[config.mk]
export PLATFORM = sky130hd
export DESIGN_NAME = txd_cmd_qualifier
export DESIGN_NICKNAME = d
export VERILOG_FILES = /design/src/rtl/txd_cmd_pkg.sv /design/src/rtl/txd_cmd_decode.sv /design/src/rtl/txd_ctx_track.sv /design/src/rtl/txd_fail_ctr.sv /design/src/rtl/txd_cmd_qualifier.sv
export SDC_FILE = /design/constraint.sdc
export NUM_CORES = 1
export LEC_CHECK = 0
export ABC_AREA = 1
export CELL_PAD_IN_SITES_DETAIL_PLACEMENT = 0
export CELL_PAD_IN_SITES_GLOBAL_PLACEMENT = 1
export CORE_MARGIN = 2
export CORE_UTILIZATION = 31
export DETAILED_ROUTE_END_ITERATION = 12
export PLACE_DENSITY = 0.78
export SKIP_CTS_REPAIR_TIMING = 1
export SLEW_MARGIN = 20
export SYNTH_ARGS = -nofsm -noshare
export SYNTH_HDL_FRONTEND = slang
export SYNTH_SLANG_ARGS = --single-unit
[constraint.sdc]
create_clock -name clk -period 2.6 [get_ports clk]
set_input_delay 0.52 -clock clk [delete_from_list [all_inputs] [get_ports clk]]
set_output_delay 0.52 -clock clk [all_outputs]
set_load 0.02 [all_outputs]
[src/rtl/txd_cmd_pkg.sv]
package txd_cmd_pkg;
  // Command byte bit positions
  localparam int unsigned BIT_EOP  = 0;
  localparam int unsigned BIT_FCS  = 1;
  localparam int unsigned BIT_SEG  = 2;
  localparam int unsigned BIT_RPT  = 3;
  localparam int unsigned BIT_RSV  = 4;
  localparam int unsigned BIT_EXT  = 5;
  localparam int unsigned BIT_VLAN = 6;
  localparam int unsigned BIT_IDLY = 7;
  localparam int unsigned CMD_W    = 8;

  // Bits that must read zero in a well-formed command byte
  localparam logic [CMD_W-1:0] RSV_MASK = CMD_W'(1) << BIT_RSV;

  typedef struct packed {
    logic vlan;
    logic seg;
    logic fcs;
    logic eop;
  } cmd_flags_t;
endpackage

[src/rtl/txd_cmd_decode.sv]
module txd_cmd_decode
  import txd_cmd_pkg::*;
#(
  parameter logic [CMD_W-1:0] RESERVED = RSV_MASK
) (
  input  logic [CMD_W-1:0] cmd_byte,
  output cmd_flags_t       flags,
  output logic             malformed
);
  logic [CMD_W-1:0] rsv_hit;

  // One probe per command bit; only masked positions can flag an error
  for (genvar i = 0; i < CMD_W; i++) begin : g_rsv
    assign rsv_hit[i] = cmd_byte[i] & RESERVED[i];
  end

  always_comb begin
    flags.eop  = cmd_byte[BIT_EOP];
    flags.fcs  = cmd_byte[BIT_FCS];
    flags.seg  = cmd_byte[BIT_SEG];
    flags.vlan = cmd_byte[BIT_VLAN];
    malformed  = ~cmd_byte[BIT_EXT] | (|rsv_hit);
  end
endmodule

[src/rtl/txd_ctx_track.sv]
module txd_ctx_track #(
  parameter int unsigned LEN_W = 16,
  parameter int unsigned PAY_W = 20
) (
  input  logic             clk,
  input  logic             rst,
  input  logic             take,
  input  logic             eop,
  input  logic             seg_req,
  input  logic [LEN_W-1:0] len,
  input  logic [PAY_W-1:0] paylen,
  output logic             first,
  output logic             mode_seg,
  output logic             mismatch
);
  logic             in_pkt_q;
  logic             seg_q;
  logic [PAY_W-1:0] rem_q;
  logic [PAY_W-1:0] len_ext;
  logic [PAY_W-1:0] owed;

  always_comb begin
    len_ext  = PAY_W'(len);
    first    = ~in_pkt_q;
    mode_seg = first ? seg_req : seg_q;
    owed     = first ? paylen : rem_q;
    mismatch = take & eop & mode_seg & (len_ext != owed);
  end

  always_ff @(posedge clk) begin
    if (rst) begin
      in_pkt_q <= 1'b0;
      seg_q    <= 1'b0;
      rem_q    <= '0;
    end else if (take) begin
      in_pkt_q <= ~eop;
      seg_q    <= mode_seg;
      rem_q    <= owed - len_ext;
    end
  end
endmodule

[src/rtl/txd_fail_ctr.sv]
module txd_fail_ctr #(
  parameter int unsigned CNT_W    = 32,
  parameter bit          SATURATE = 1'b1
) (
  input  logic             clk,
  input  logic             rst,
  input  logic             clr,
  input  logic             inc,
  output logic [CNT_W-1:0] cnt
);
  localparam logic [CNT_W-1:0] TOP = '1;
  logic bump;

  if (SATURATE) begin : g_sat
    assign bump = inc & (cnt != TOP);
  end else begin : g_wrap
    assign bump = inc;
  end

  always_ff @(posedge clk) begin
    if (rst || clr) cnt <= '0;
    else if (bump)  cnt <= cnt + CNT_W'(1);
  end
endmodule

[src/rtl/txd_cmd_qualifier.sv]
module txd_cmd_qualifier
  import txd_cmd_pkg::*;
#(
  parameter int unsigned LEN_W = 16,
  parameter int unsigned PAY_W = 20,
  parameter int unsigned TAG_W = 16,
  parameter int unsigned CNT_W = 32
) (
  input  logic             clk,
  input  logic             rst,
  input  logic             desc_valid,
  input  logic [7:0]       desc_cmd,
  input  logic [LEN_W-1:0] desc_len,
  input  logic [TAG_W-1:0] desc_special,
  input  logic [PAY_W-1:0] desc_paylen,
  input  logic             vlan_global_en,
  input  logic             fail_clr,
  output logic             opt_valid,
  output logic             opt_seg,
  output logic             opt_vlan_ins,
  output logic             opt_fcs_ins,
  output logic [TAG_W-1:0] opt_tag,
  output logic             pkt_sop,
  output logic             pkt_eop,
  output logic             cmd_err,
  output logic [CNT_W-1:0] fail_cnt
);
  cmd_flags_t flags;
  logic       malformed;
  logic       first;
  logic       mode_seg;
  logic       mismatch;
  logic       qualify;
  logic       vlan_eff;

  txd_cmd_decode u_decode (
    .cmd_byte  (desc_cmd),
    .flags     (flags),
    .malformed (malformed)
  );

  txd_ctx_track #(.LEN_W(LEN_W), .PAY_W(PAY_W)) u_track (
    .clk      (clk),
    .rst      (rst),
    .take     (desc_valid),
    .eop      (flags.eop),
    .seg_req  (flags.seg),
    .len      (desc_len),
    .paylen   (desc_paylen),
    .first    (first),
    .mode_seg (mode_seg),
    .mismatch (mismatch)
  );

  txd_fail_ctr #(.CNT_W(CNT_W), .SATURATE(1'b1)) u_fail (
    .clk (clk),
    .rst (rst),
    .clr (fail_clr),
    .inc (mismatch),
    .cnt (fail_cnt)
  );

  // Options come from the opening descriptor of a context or the closing one of a plain packet
  always_comb begin
    qualify  = desc_valid & (mode_seg ? first : flags.eop);
    vlan_eff = flags.vlan & vlan_global_en;
  end

  always_ff @(posedge clk) begin
    if (rst) begin
      opt_valid    <= 1'b0;
      opt_seg      <= 1'b0;
      opt_vlan_ins <= 1'b0;
      opt_fcs_ins  <= 1'b0;
      opt_tag      <= '0;
      pkt_sop      <= 1'b0;
      pkt_eop      <= 1'b0;
      cmd_err      <= 1'b0;
    end else begin
      opt_valid <= qualify;
      pkt_sop   <= desc_valid & first;
      pkt_eop   <= desc_valid & flags.eop;
      cmd_err   <= desc_valid & malformed;
      if (qualify) begin
        opt_seg      <= mode_seg;
        opt_vlan_ins <= vlan_eff;
        opt_fcs_ins  <= flags.fcs | vlan_eff;
        opt_tag      <= desc_special;
      end
    end
  end
endmodule

==> flow_results.org, run 1 <==
** Run status
- The flow ran to the end, and the final reports show no timing, DRC or antenna violations.

** Floorplan
- Starting utilization of the core area :: 31.3%
- Boundary pin count :: 120
- Core footprint :: 16400 um2
- The die is 133 um tall.
- The die covers 17600 um2.
- Number of cell rows :: 47
- Overall die width :: 133 um

** Global routing
- Global routing used 17.5% of the available tracks.
- Entering global routing, the biggest net connects 37 pins.
- Vias in the first global route :: about 5000
- First-pass GRT wire length :: 25.0 mm
- The number of antenna violations at the first check in global routing was 0.
- After global routing the overflow that remains totals 0.

** Placement
- Placed cell areas :: between 6000 and 7000 um2
- Summed over all nets, the half-perimeter wirelength after detailed placement is 11.3 mm.
- Post-place setup slack :: -308 ps
- At the end of routability-driven placement, the weighted congestion stood at between 0.8 and 0.9.
- In this run the tool buffered the top-level ports with 117 buffer cells.
- Post-Place Cells :: about 1200

** Job
- Max-cap violations in this run came to 0.

** Yosys
- Post-Syn Area :: 5130 um2
- sky130_fd_sc_hd__dfxtp_1 takes more of the synthesized area than any other cell.
- The commonest cells after synthesis are 253 x sky130_fd_sc_hd__nand2_1, 123 x sky130_fd_sc_hd__inv_1, 77 x sky130_fd_sc_hd__dfxtp_1.
- Summing the areas of all compound-gate instances in the mapped netlist gives around 15% of the synthesized area.
- Proportion of synthesized flip-flops having asynchronous set or reset :: 0%
- Total nets after synthesis :: 897
- Post-synthesis instance total :: 814
- The most used flip-flop cell after synthesis is sky130_fd_sc_hd__dfxtp_1.
- Parity-gate share of the synthesized area counting xor and xnor cells :: 4.61%
- Yosys warnings :: 0
- Flip-flop and latch count after synthesis :: a little under 80
- Synth area leaders :: sky130_fd_sc_hd__dfxtp_1 30%, sky130_fd_sc_hd__nand2_1 19%, sky130_fd_sc_hd__inv_1 9.0%, sky130_fd_sc_hd__a21oi_1 6.0%, sky130_fd_sc_hd__o21ai_0 5.6%
- Multiplexer share of the synthesized area :: 0.195%
- Of the post-synthesis cell area, the dominant cell type holds 30.0%.
- By area, the combinational part of the netlist is dominated by simple AND/OR/NAND/NOR gates.
- The synthesized netlist devotes 33.4% of its cell area to simple gates.
- The most common cell in the synthesized netlist is sky130_fd_sc_hd__nand2_1.
- Of the synthesized area, sequential elements account for 30.0%.
- Post-synth EDFFs :: 0
- Each instance of the synthesized netlist takes up on average 6.30 um2.
- Count of cell types in the netlist :: 34
- Arithmetic-cell share of the synthesized area counting full adders, half adders and majority gates :: under 10%

** Clocking
- Sink count of the clock tree :: 77
- Library cell used as clock root buffer :: sky130_fd_sc_hd__clkbuf_16
- Total CTS buffers :: 9
- Worst-Skew Late Latency :: 340 ps
- In this run the number of H-tree levels came out at 3.
- TritonCTS built the clock tree.
- Clk buf depth :: 2
- Clock-pin slew on the worst setup and hold paths :: 60 ps

** Power and ir drop
- Switch share :: between 20% and 30%
- Sequential cells account for 36.2% of the total power.
- Combinational cells account for 24.5% of the total power.
- For this design the total switching power over the nets is 1.03 mW.
- Final Power :: around 3.5 mW
- In this run, the clock network consumes about two fifths of the power.
- Internal power component :: around 2.5 mW
- Pwr per Cell Area :: about 490 nW/um2
- Static leakage power :: about 3.0 nW
- VDD sags by at most approximately 0.00032 V.

** Setup path
- Maximum fanout along the worst path :: 16
- The critical path in this run is classified as in2reg.
- At the worst endpoint, the required time is approximately 2900 ps.
- Worst Setup End Kind :: flip-flop
- STA classifies the critical path startpoint as an input pin.
- At the worst endpoint, the arrival time is between 2000 and 3000 ps.

** STA
- Maximum clock frequency :: 426 MHz
- On the final layout, the worst clock skew is 8.19 ps.
- Setup TNS after final layout :: 0 ps
- Max-slew headroom :: 62.3%
- Slew at the pin closest to its max-slew limit :: 566 ps
- Final critical path time including I/O delays and setup :: 2350 ps
- Final hold analysis gives a worst-case slack of 443 ps.
- Slew Viols, Final :: 0
- Unrepaired setup endpoints after global routing :: no
- Setup violations remaining at the end of the flow were counted as 0.
- Across all setup checks in the final design, the least slack found is 251 ps.
- In the finished design, the share of the clock period the worst path needs comes to 90.3%.
- The final-report hold violation count came to 0.

** Route
- Total wirelength of the detailed-routed design :: between 15 and 20 mm
- Routed len/inst :: 12.9 um
- 1st-iter DRT viols :: about 260
- Routed Antenna Nets :: 0
- Routed via count :: 5390
- Summed over all nets, wire length on met2 after detailed routing comes to between 6 and 7 mm.
- In the routed layout, each cell is associated on average with a via count of 4.55.
- The detailed router put a total of between 7 and 8 mm of wire on met1.
- Number of optimization iterations in the first detailed-route pass :: 5
- After detailed routing, the number of remaining DRC violations is 0.
- Amount of wire on met3 after detailed routing :: 839 um
- The detailed router used layers up to and including met4.

** Final layout
- # nets final :: 1042
- After routing the design area is approximately 7100 um2.
- The finished layout holds 1184 standard cells, fillers aside.
- Share of layout cells above drive strength 1 :: 9.65%
- Cells fill a little over two fifths of the core in the end.
- The repair_antennas step left the layout with diodes totalling 0.
- Compared with the post-synthesis result, the final layout area differs by 38.6%.

** Min path
- The min-delay analysis places its worst path in the category reg2reg.
cells in the final DEF (no fill, tap or decap), types with 2 or more instances in the layout:
cell and n:
sky130_fd_sc_hd__a21oi_1 62, sky130_fd_sc_hd__a21oi_2 15, sky130_fd_sc_hd__buf_12 4, sky130_fd_sc_hd__buf_4 36, sky130_fd_sc_hd__bufinv_16 2, sky130_fd_sc_hd__clkbuf_16 9, sky130_fd_sc_hd__clkdlybuf4s50_1 117, sky130_fd_sc_hd__clkinv_2 3
sky130_fd_sc_hd__clkinvlp_4 2, sky130_fd_sc_hd__dfxtp_1 77, sky130_fd_sc_hd__ha_1 17, sky130_fd_sc_hd__inv_1 123, sky130_fd_sc_hd__inv_2 3, sky130_fd_sc_hd__nand2_1 253, sky130_fd_sc_hd__nand2_2 4, sky130_fd_sc_hd__nand3_1 35
sky130_fd_sc_hd__nand3_2 3, sky130_fd_sc_hd__nand3b_1 11, sky130_fd_sc_hd__nand4_1 8, sky130_fd_sc_hd__nor2_1 63, sky130_fd_sc_hd__nor2_2 3, sky130_fd_sc_hd__nor2_4 4, sky130_fd_sc_hd__nor3_1 10, sky130_fd_sc_hd__nor3_2 2
sky130_fd_sc_hd__o211ai_1 2, sky130_fd_sc_hd__o21ai_0 57, sky130_fd_sc_hd__o21ai_1 2, sky130_fd_sc_hd__o21bai_1 2, sky130_fd_sc_hd__xnor2_1 8, sky130_fd_sc_hd__xor2_1 19
flip-flops by register name, indices dropped and copies added (netlist names):
signal	count
u_track.rem_q	20
u_track.in_pkt_q	1
pkt_eop	1
cmd_err	1
opt_fcs_ins	1
pkt_sop	1
opt_vlan_ins	1
opt_tag	16
opt_seg	1
u_track.seg_q	1
u_fail.cnt	32
opt_valid	1
cell type report:
class	instances	area, um2
Timing Repair Buffer	157	1520
Inverter	126	473
Sequential cell	77	1540
Clock inverter	7	90.1
Multi-Input combinational cell	588	2980
Fill cell	1777	9300
Tap cell	220	275
Clock buffer	9	225
worst max-delay path: stages:
cell,delay [ps]
sky130_fd_sc_hd__clkdlybuf4s50_1,440
sky130_fd_sc_hd__o21ai_0,210
sky130_fd_sc_hd__inv_1,70
sky130_fd_sc_hd__ha_1,290
sky130_fd_sc_hd__nand2_1,60
sky130_fd_sc_hd__nor2_1,40
sky130_fd_sc_hd__nand2_1,80
sky130_fd_sc_hd__nor2_2,40
sky130_fd_sc_hd__nand3_2,70
sky130_fd_sc_hd__nand2_2,110
sky130_fd_sc_hd__nor2_4,420
sky130_fd_sc_hd__nand2_1,120
sky130_fd_sc_hd__a21oi_2,130
power groups by stage:
stage | Clock, mW | Combinational [mW] | Sequential, mW
finish | 1.38 | 0.862 | 1.27
detailed placement | 0 | 0.864 | 1.30
CTS | 1.44 | 0.869 | 1.27
floorplan | 0 | 0.463 | 1.33
global placement | 0 | 0.863 | 1.30
global route | 1.46 | 0.980 | 1.28
final timing paths:
path,startpoint,endpoint,slack [ps],cells past startpoint
hold / removal,opt_tag[8]$_SDFFE_PP0P_,opt_tag[8]$_SDFFE_PP0P_,440,2
setup / recovery,desc_paylen[1],u_fail.cnt[4]$_SDFFE_PP0P_,250,13
setup reg to reg,u_track.in_pkt_q$_SDFFE_PP0P_,u_fail.cnt[4]$_SDFFE_PP0P_,270,13
hold reg to reg,opt_tag[8]$_SDFFE_PP0P_,opt_tag[8]$_SDFFE_PP0P_,440,2
cell families after synthesis:
| group | count (synthesis) |
|---|---|
| adders and majority gates | 18 |
| xor gates and xnor gates | 27 |
| muxes | 1 |
| buffers and inverters | 150 |
| AOI/OAI and AO/OA | 142 |
| DFF | 77 |
| and+or+nand+nor | 399 |
layer usage:
metal / global-route usage [%] / up-vias
li1: - / 2853
met1: 22.9 / 2393
met2: 28.8 / 134
met3: 4.60 / 10
met4: 4.42 / 0
met5: 0 / -
(Power assumes the default switching activity.)
==> run 2, diff against run 1 <==
==> constraint.sdc (replaced) <==
create_clock -name clk -period 2.6 [get_ports clk]
set_input_delay 0.26 -clock clk [delete_from_list [all_inputs] [get_ports clk]]
set_output_delay 0.26 -clock clk [all_outputs]
set_load 0.02 [all_outputs]
==> run 2 against run 1 <==
Effect of this change: global-route usage shrank 0.057 points; core utilization shrank 0.53 points; sequential cell count is the same; critical path type is now reg2reg; highest routed layer unchanged.
==> flow_results.org, run 2 (synthesis gave the netlist of run 1 again) <==
** Run status
- Outcome :: finished clean

** Final layout
- The flip-flop count of the largest register after layout came to 32 (unchanged).
- The largest registers in the layout are u_fail.cnt (32), u_track.rem_q (20), opt_tag (16).
- The top cell types in the final layout, fill and taps aside, are 253 x sky130_fd_sc_hd__nand2_1, 123 x sky130_fd_sc_hd__inv_1, 117 x sky130_fd_sc_hd__clkdlybuf4s50_1.
- The ratio of cells with drive above 1 in the final layout is 8.79% (-0.86 points).
- # nets final :: 1034 (-0.77%)
- Largest register by flop count :: u_fail.cnt
- Compared with the post-synthesis result, the final layout area differs by 36.9%.
- Filler-free cell count of the finished design :: 1176 (-0.68%)
- Number of diodes added for antenna fixing :: 0 (unchanged)
- The core occupancy in the finished layout is 42.8% (-0.53 points).
- Leaving out fill and tap cells, the most frequent cell in the layout is sky130_fd_sc_hd__nand2_1.

** Global routing
- The aggregate global-route resource usage was 17.5% (-0.057 points).
- Vias in the first global route :: 5009 (+0.12%)
- Initial antenna violation count :: 0 (unchanged)
- The remaining global-route overflow is 0 (unchanged).
- First-pass GRT wire length :: 24.8 mm (-0.61%)
- The pin count of the biggest net entering global routing came to 37 (unchanged).

** Clocking
- Clk buf depth :: 2 (unchanged)
- The tree is rooted in a sky130_fd_sc_hd__clkbuf_16.
- The number of sinks handled by clock tree synthesis came to 77 (unchanged).
- H-tree depth reported by CTS :: 3 (unchanged)
- The insertion delay of the later-clocked pin in the worst-skew pair is 350 ps (about the same).
- Total CTS buffers :: 9 (unchanged)
- The clock transition at the register clock pins on the worst setup and hold paths after CTS is 60 ps (about the same).
- TritonCTS built the clock tree.

** Route
- Vias per inst :: 4.50 (-1.2%)
- Number of optimization iterations in the first detailed-route pass :: 4 (-1)
- Top layer in use :: met4
- Total wirelength of the detailed-routed design :: 15.1 mm (-1.0%)
- The detailed-route wire length on metal 1 came to 7.37 mm (-0.28%).
- Number of design rule violations left after detail routing :: 0 (unchanged)
- The remaining number of nets flagged by the antenna check after routing came to 0 (unchanged).
- The number of DRC markers in iteration 0 came to 288 (+12%).
- Routed via count :: 5287 (-1.9%)
- Routed len/inst :: 12.8 um (-0.33%)
- Amount of wire on met3 after detailed routing :: 908 um (+8.2%)
- The wire length on met2 came to 6.49 mm (-4.9%).

** Setup path
- STA classifies the critical path endpoint as a flip-flop.
- Data required time of the critical path :: 2850 ps (-20 ps)
- The data arrival at the endpoint of the critical path came to 2550 ps (-70 ps).
- The startpoint identified for the worst register-to-register timing path is u_track.in_pkt_q$_SDFFE_PP0P_.
- RR Endpoint :: u_track.rem_q[16]$_SDFFE_PP0P_
- Worst reg-to-reg setup slack :: 300 ps (+30 ps)
- The worst setup path is of the reg2reg kind.
- The worst setup path is launched from a flip-flop.
- Number of cell instances on the worst register-to-register path :: 14 (+1)
- The worst-path maximum fanout is 11 (-5).

** STA
- The worst-case hold slack came to 442 ps (-1.46 ps).
- The clock skew after layout came to 5.81 ps (-2.38 ps).
- The final-report hold violation count is 0 (unchanged).
- The shortest period the worst path allows was 2300 ps (-51.0 ps).
- The final max-slew violation count is 0 (unchanged).
- The headroom to the max-slew limit was 63.3% (+1.0 points).
- Final period utilization :: 88.4% (-2.0 points)
- Unrepaired setup endpoints after global routing :: no
- Number of setup violations in the final report :: 0 (unchanged)
- Maximum clock frequency :: 435 MHz (+2.2%)
- The worst path setup slack after routing came to 302 ps (+51.0 ps).
- Slew at the pin closest to its max-slew limit :: 547 ps (-18.7 ps)

** Placement
- Post-place setup slack :: -65.9 ps (+242 ps)
- The placer congestion estimate was 0.878 (-1.9%).
- The number of buffer cells added on primary ports came to 117 (unchanged).
- The number of cells after detailed placement is 1159 (-0.69%).
- Detail Placement HPWL :: 11.3 mm (-0.31%)

** Floorplan
- The die footprint was 17600 um2 (unchanged).
- Overall die width :: 133 um (unchanged)
- The starting density of the core came to 31.3% (unchanged).
- Floorplan die height :: 133 um (unchanged)
- The standard-cell row count was 47 (unchanged).
- Core footprint :: 16400 um2 (unchanged)
- The number of top-level pins was 120 (unchanged).

** Power and ir drop
- Static leakage power :: 2.99 nW (-1.8%)
- The power per cell area came to 500 nW/um2 (+1.2%).
- Final Power :: 3.51 mW (about the same)
- Worst IR drop on VDD :: 0.000398 V (+22%)

** Min path
- Min-delay worst type :: reg2reg
- The count of cells along the worst hold path was 2 (unchanged).
- In this run the most critical hold path is launched from opt_tag[12]$_SDFFE_PP0P_.
- Worst hold endpoint :: opt_tag[12]$_SDFFE_PP0P_

** Job
- Count of maximum capacitance violations :: 0 (unchanged)
-- run 2: cell count changes in the layout (fill, tap and decap cells not counted) --
cell / delta
sky130_fd_sc_hd__clkbuf_8: +1
sky130_fd_sc_hd__buf_4: -5
sky130_fd_sc_hd__buf_12: -3
sky130_fd_sc_hd__clkinv_2: -3
sky130_fd_sc_hd__clkinv_4: +1
sky130_fd_sc_hd__clkbuf_1: +1
-- run 2: worst max path at each step --
stage                                        startpoint                              to  slack (ps)
final                     u_track.in_pkt_q$_SDFFE_PP0P_  u_track.rem_q[16]$_SDFFE_PP0P_         300
after global routing      u_track.in_pkt_q$_SDFFE_PP0P_  u_track.rem_q[13]$_SDFFE_PP0P_           5
after CTS                 u_track.in_pkt_q$_SDFFE_PP0P_      u_fail.cnt[3]$_SDFFE_PP0P_          60
after detailed placement                 desc_paylen[1]     u_fail.cnt[23]$_SDFFE_PP0P_         -70
after global placement                   desc_paylen[1]     u_fail.cnt[23]$_SDFFE_PP0P_         -30
after floorplan           u_track.in_pkt_q$_SDFFE_PP0P_      u_fail.cnt[2]$_SDFFE_PP0P_         190
-- run 2: report_power, final --
group | internal, mW | switching, mW
Sequential | 1.25 | 0.0258
Combinational | 0.373 | 0.455
Clock | 0.870 | 0.543
-- run 2: critical path, cell delays in order, from the launching register on --
cell	delay, ps
sky130_fd_sc_hd__dfxtp_1	340
sky130_fd_sc_hd__buf_4	200
sky130_fd_sc_hd__mux2i_1	100
sky130_fd_sc_hd__ha_1	220
sky130_fd_sc_hd__fa_1	420
sky130_fd_sc_hd__inv_1	120
sky130_fd_sc_hd__nand3_1	80
sky130_fd_sc_hd__nand3_1	110
sky130_fd_sc_hd__nand3_1	90
sky130_fd_sc_hd__nand2_1	150
sky130_fd_sc_hd__nand2_1	90
sky130_fd_sc_hd__nand3b_1	90
sky130_fd_sc_hd__nand3_1	100
sky130_fd_sc_hd__nand2_1	70
sky130_fd_sc_hd__inv_1	30
-- run 2: per-layer routing --
layer,global-route usage (%),up-vias
met4,6.03,0
met2,27.1,123
met3,4.90,19
met5,0,-
li1,-,2840
met1,23.3,2305
-- run 2: stage by stage --
stage / setup TNS, ps / cell area (um2)
after floorplan: 0 / 5130
after global placement: -432 / 6690
after detailed placement: -1150 / 6690
after CTS: 0 / 7010
after global routing: 0 / 7020
final: 0 / 7020
-- run 2: layout make-up --
class | count | area (um2)
clock inverter | 5 | 83.8
inverter | 126 | 473
timing repair buffer | 149 | 1420
clock buffer | 11 | 243
sequential | 77 | 1540
multi-input combinational | 588 | 2980
fill | 1789 | 9380
tap | 220 | 275
==> run 3, diff against run 2 <==
Settings changed: CORE_UTILIZATION 31 to 32, PLACE_DENSITY 0.78 to 0.8, SYNTH_HIERARCHICAL set to 1.
==> run 3 against run 2 <==
Effect of this change: core utilization rose by 2.0 points; global-route usage fell by 0.23 points; sequential power barely moved; first-iteration DRC count fell by 6.6%; clock skew rose by 4.1 ps; via count rose by 3.5%; synthesized area rose by 4.1%; synthesized cell count rose by 5.4%; highest routed layer unchanged.
==> flow_results.org, run 3 <==
** Route
- Routed via count :: 5473 (+3.5%)
- The number of vias per cell came to 4.48 (-0.30%).
- The final routed DRC violation total is 0 (unchanged).
- Total wirelength of the detailed-routed design :: 15.1 mm (about the same)
- Routed Antenna Nets :: 0 (unchanged)
- 1st-iter DRT viols :: 269 (-6.6%)
- Routed len/inst :: 12.4 um (-3.6%)
- The number of optimization iterations in the first detailed-route pass was 4 (unchanged).

** Yosys
- Proportion of netlist area held by the largest area contributor :: 28.8% (-1.2 points)
- Cell taking the most area after synthesis :: sky130_fd_sc_hd__dfxtp_1
- Yosys warnings :: 6 (+6)
- After synthesis, the most frequently instantiated cells are 204 x sky130_fd_sc_hd__nand2_1, 130 x sky130_fd_sc_hd__inv_1, 110 x sky130_fd_sc_hd__nor2_1.
- The flop and latch count out of synthesis came to 77 (unchanged).
- The distinct cell type count of the synthesized netlist came to 41 (+21%).
- By area the synthesized netlist is led by sky130_fd_sc_hd__dfxtp_1 29%, sky130_fd_sc_hd__nand2_1 14%, sky130_fd_sc_hd__inv_1 9.1%, sky130_fd_sc_hd__nor2_1 7.7%, sky130_fd_sc_hd__a21oi_1 6.9%.
- The mean post-synth cell area was 6.23 um2 (-1.2%).
- Total nets after synthesis :: 941 (+4.9%)
- The mapped cell area is 5340 um2 (+4.1%).
- Fraction of the yosys area taken by sequential cells :: 28.8% (-1.2 points)
- Proportion of synthesized flip-flops having asynchronous set or reset :: 0% (unchanged)
- The number of enable-type register cells in the synthesized netlist came to 0 (unchanged).
- Post-synthesis instance total :: 858 (+5.4%)
- Predominant post-synthesis flop cell :: sky130_fd_sc_hd__dfxtp_1
- Most repeated cell in the gate-level netlist after synthesis :: sky130_fd_sc_hd__nand2_1

** STA
- Slew Viols, Final :: 0 (unchanged)
- Setup repair after global routing could not meet its margin everywhere.
- The share of the cycle needed by the critical path after routing was 96.0% (+7.6 points).
- The final total negative setup slack was 0 ps (unchanged).
- The final-report hold violation count came to 0 (unchanged).
- Final critical path time including I/O delays and setup :: 2500 ps (+198 ps)
- The highest achievable clock rate was 401 MHz (-7.9%).
- The headroom to the max-slew limit is 63.6% (+0.29 points).
- Number of setup violations in the final report :: 0 (unchanged)
- The slew at the pin with the worst max-slew slack is 547 ps (-0.200 ps).
- The worst-case hold slack was 373 ps (-68.8 ps).
- Clock Skew :: 9.91 ps (+4.10 ps)

** Power and ir drop
- Pwr per Cell Area :: 478 nW/um2 (-4.4%)
- The share of total power in the clock network was 36.8% (-3.4 points).
- Switch share :: 29.8% (+0.64 points)
- Power dissipated by switching net loads :: 1.05 mW (+2.5%)
- Static leakage power :: 3.21 nW (+7.3%)
- The share of power burned in combinational logic is 27.1% (+3.5 points).
- Worst IR drop on VDD :: 0.000335 V (-16%)
- The share of power burned in registers came to 36.2% (about the same).
- Internal power component :: 2.48 mW (-0.57%)
- The total chip power was 3.53 mW (+0.33%).

** Clocking
- H-tree depth reported by CTS :: 3 (unchanged)
- The number of buffers created by CTS was 9 (unchanged).
- Clock-pin slew on the worst setup and hold paths :: 60 ps (about the same)
- Clk buf depth :: 2 (unchanged)
- Sink count of the clock tree :: 77 (unchanged)
- Worst-Skew Late Latency :: 340 ps (about the same)
- Library cell used as clock root buffer :: sky130_fd_sc_hd__clkbuf_16
- Clock tree from TritonCTS :: yes

** Final layout
- In the final layout, the registers with the most flip-flops are u_fail/cnt (32), u_track/rem_q (20), opt_tag (16).
- The flip-flop count of the largest register after layout was 32 (unchanged).
- Commonest non-fill, non-tap cell in the layout :: sky130_fd_sc_hd__nand2_1
- Storage element area :: 1550 um2 (+0.24%)
- # nets final :: 1079 (+4.4%)
- Largest register by flop count :: u_fail/cnt
- Area growth from synthesis to layout :: 38.0%
- The count of fill cells added during filler insertion came to 1793 (+0.22%).
- The area occupied by multi-input gates came to 3180 um2 (+6.7%).
- The antenna diode instance count came to 0 (unchanged).
- The library cells used most frequently in the layout, excluding fill and tap cells, are 196 x sky130_fd_sc_hd__nand2_1, 127 x sky130_fd_sc_hd__inv_1, 116 x sky130_fd_sc_hd__clkdlybuf4s50_1.
- The ratio of cells with drive above 1 in the final layout was 14.2% (+5.4 points).

** Setup path
- Startpoint of the worst-slack reg-to-reg timing path :: u_track/in_pkt_q$_SDFFE_PP0P_
- The highest cell delay on the worst timing path was 400 ps (-20 ps).
- The critical path is of the reg2reg type.
- Critical path's slowest cell :: sky130_fd_sc_hd__dfxtp_4
- The worst setup path is captured at a flip-flop.
- Tracing the worst setup path back leads to its startpoint at u_track/in_pkt_q$_SDFFE_PP0P_.
- Series of cell instances along the critical path :: buf_12 -> inv_8 -> buf_6 -> nand2_1 -> o21ai_1 -> ha_1 -> nand2_2 -> nor2_4 -> nand3_2 -> o21ai_2 -> nor2_4 -> buf_6 -> nand2_2 -> nor3_2 -> nand3_1 -> nor2_2 -> nand3_1 -> nand2_1 -> nor2_1
- Worst reg-to-reg setup slack :: 100 ps (-200 ps)
- The cell depth of the worst flop-to-flop path is 19 (+5).
- Startpoint Class :: flip-flop
- Worst EP arrival :: 2730 ps (+180 ps)
- Endpoint of the worst setup timing path :: u_fail/cnt[30]$_SDFFE_PP0P_
- RR Endpoint :: u_fail/cnt[30]$_SDFFE_PP0P_
- The worst-path maximum fanout was 5 (-6).
- Data required time of the critical path :: 2830 ps (-20 ps)

** Global routing
- The pin count of the biggest net entering global routing came to 54 (+46%).
- The global routing stage identified its most utilized layer as met2.
- The remaining global-route overflow came to 0 (unchanged).
- GRT Total Usage :: 17.2% (-0.23 points)
- Vias in the first global route :: 5098 (+1.8%)
- The met2 usage in global routing is 30.7% (+3.6 points).
- The first-pass GRT wire length came to 24.7 mm (-0.47%).
- The number of antenna violations at the first check in global routing is 0 (unchanged).
- The global-route met1 utilization is 20.9% (-2.3 points).
- The global-route track usage on met3 is 3.88% (-1.0 points).

** Run status
- The flow ran to the end, and the final reports show no timing, DRC or antenna violations.

** Min path
- Min-delay worst type :: in2reg
- Launch point of the worst hold path :: desc_valid

** Floorplan
- Starting utilization of the core area :: 32.5% (+1.2 points)
- The height of the die came to 133 um (+0.43%).
- The die footprint came to 17700 um2 (+0.86%).
- The placeable core region was 16500 um2 (+0.36%).
- Number of cell rows :: 47 (unchanged)
- Overall die width :: 133 um (+0.43%)
- Boundary pin count :: 120 (unchanged)

** Placement
- The number of buffer cells added on primary ports is 117 (unchanged).
- The placer congestion estimate was 0.873 (-0.59%).
- The half-perimeter wire length after detailed placement was 11.3 mm (about the same).

** Job
- Count of maximum capacitance violations :: 0 (unchanged)
## run 3: cell types whose count changed after synthesis, sizes merged, moves of 4 or more
cell    before  now
nor2        69  129
nand3       39   76
nand2      257  223
o21ai       59   40
buf          8   24
xor2        19    8
clkbuf      16    6
inv        126  135
nand3b      11    4
nand4        8   14
xnor2        8    4
## run 3: kinds of logic after synthesis
group,after synthesis,share of synthesized area [%]
xor gates and xnor gates,12,1.97
adders and majority gates,18,4.35
buffers and inverters,167,13.8
muxes,1,0.187
and+or+nand+nor,462,39.1
AOI/OAI and AO/OA,121,11.7
DFF,77,28.8
## run 3: area by class of cell
type / instances / share of cell area [%]
multi-input combinational: 614 / 43.2
sequential: 77 / 21.0
timing repair buffer: 155 / 20.5
inverter: 137 / 7.15
tap: 220 / 3.73
clock buffer: 13 / 3.53
clock inverter: 3 / 0.594
timing repair inverter: 2 / 0.305
## run 3: critical path, delay by kind of cell (launching register included)
kind            cells  cell delay [ps]
simple gates       12             1120
fa+ha+maj           1              320
flops               1              400
compound gates      2              130
buf+inv             4              420
## run 3: worst min path at each step
stage / slack, ps / depth (start not counted) / endpoint
final: 370 / 5 / u_track/seg_q$_SDFFE_PP0P_
after global routing: 400 / 5 / u_track/seg_q$_SDFFE_PP0P_
after CTS: 310 / 5 / u_track/seg_q$_SDFFE_PP0P_
after detailed placement: 460 / 2 / u_track/seg_q$_SDFFE_PP0P_
after global placement: 450 / 2 / u_track/seg_q$_SDFFE_PP0P_
after floorplan: 330 / 1 / cmd_err$_SDFF_PP0_
## run 3: metal layers
layer | up-vias | part of all wire (%)
met4 | 0 | 1.3
met5 | - | 0
li1 | 2977 | -
met3 | 14 | 3.3
met1 | 2400 | 46
met2 | 82 | 49
## run 3: power by group through the flow
stage / logic [mW] / clock network [mW] / registers (mW)
after global placement: 0.899 / 0 / 1.30
after CTS: 0.905 / 1.34 / 1.27
after floorplan: 0.532 / 0 / 1.33
after global routing: 1.07 / 1.39 / 1.28
final: 0.955 / 1.30 / 1.28
after detailed placement: 0.900 / 0 / 1.30
## run 3: stage by stage
| step | util [%] | instance area (um2) | setup slack (ps) | instances |
|---|---|---|---|---|
| global route | 44.8 | 7370 | -84.6 | 1221 |
| detailed placement | 41.6 | 6850 | -164 | 1199 |
| global placement | 41.6 | 6850 | -159 | 1199 |
| floorplan | - | 5350 | 3.91 | 858 |
| finish | 44.8 | 7370 | 104 | 1221 |
| CTS | 43.4 | 7150 | -71.2 | 1215 |
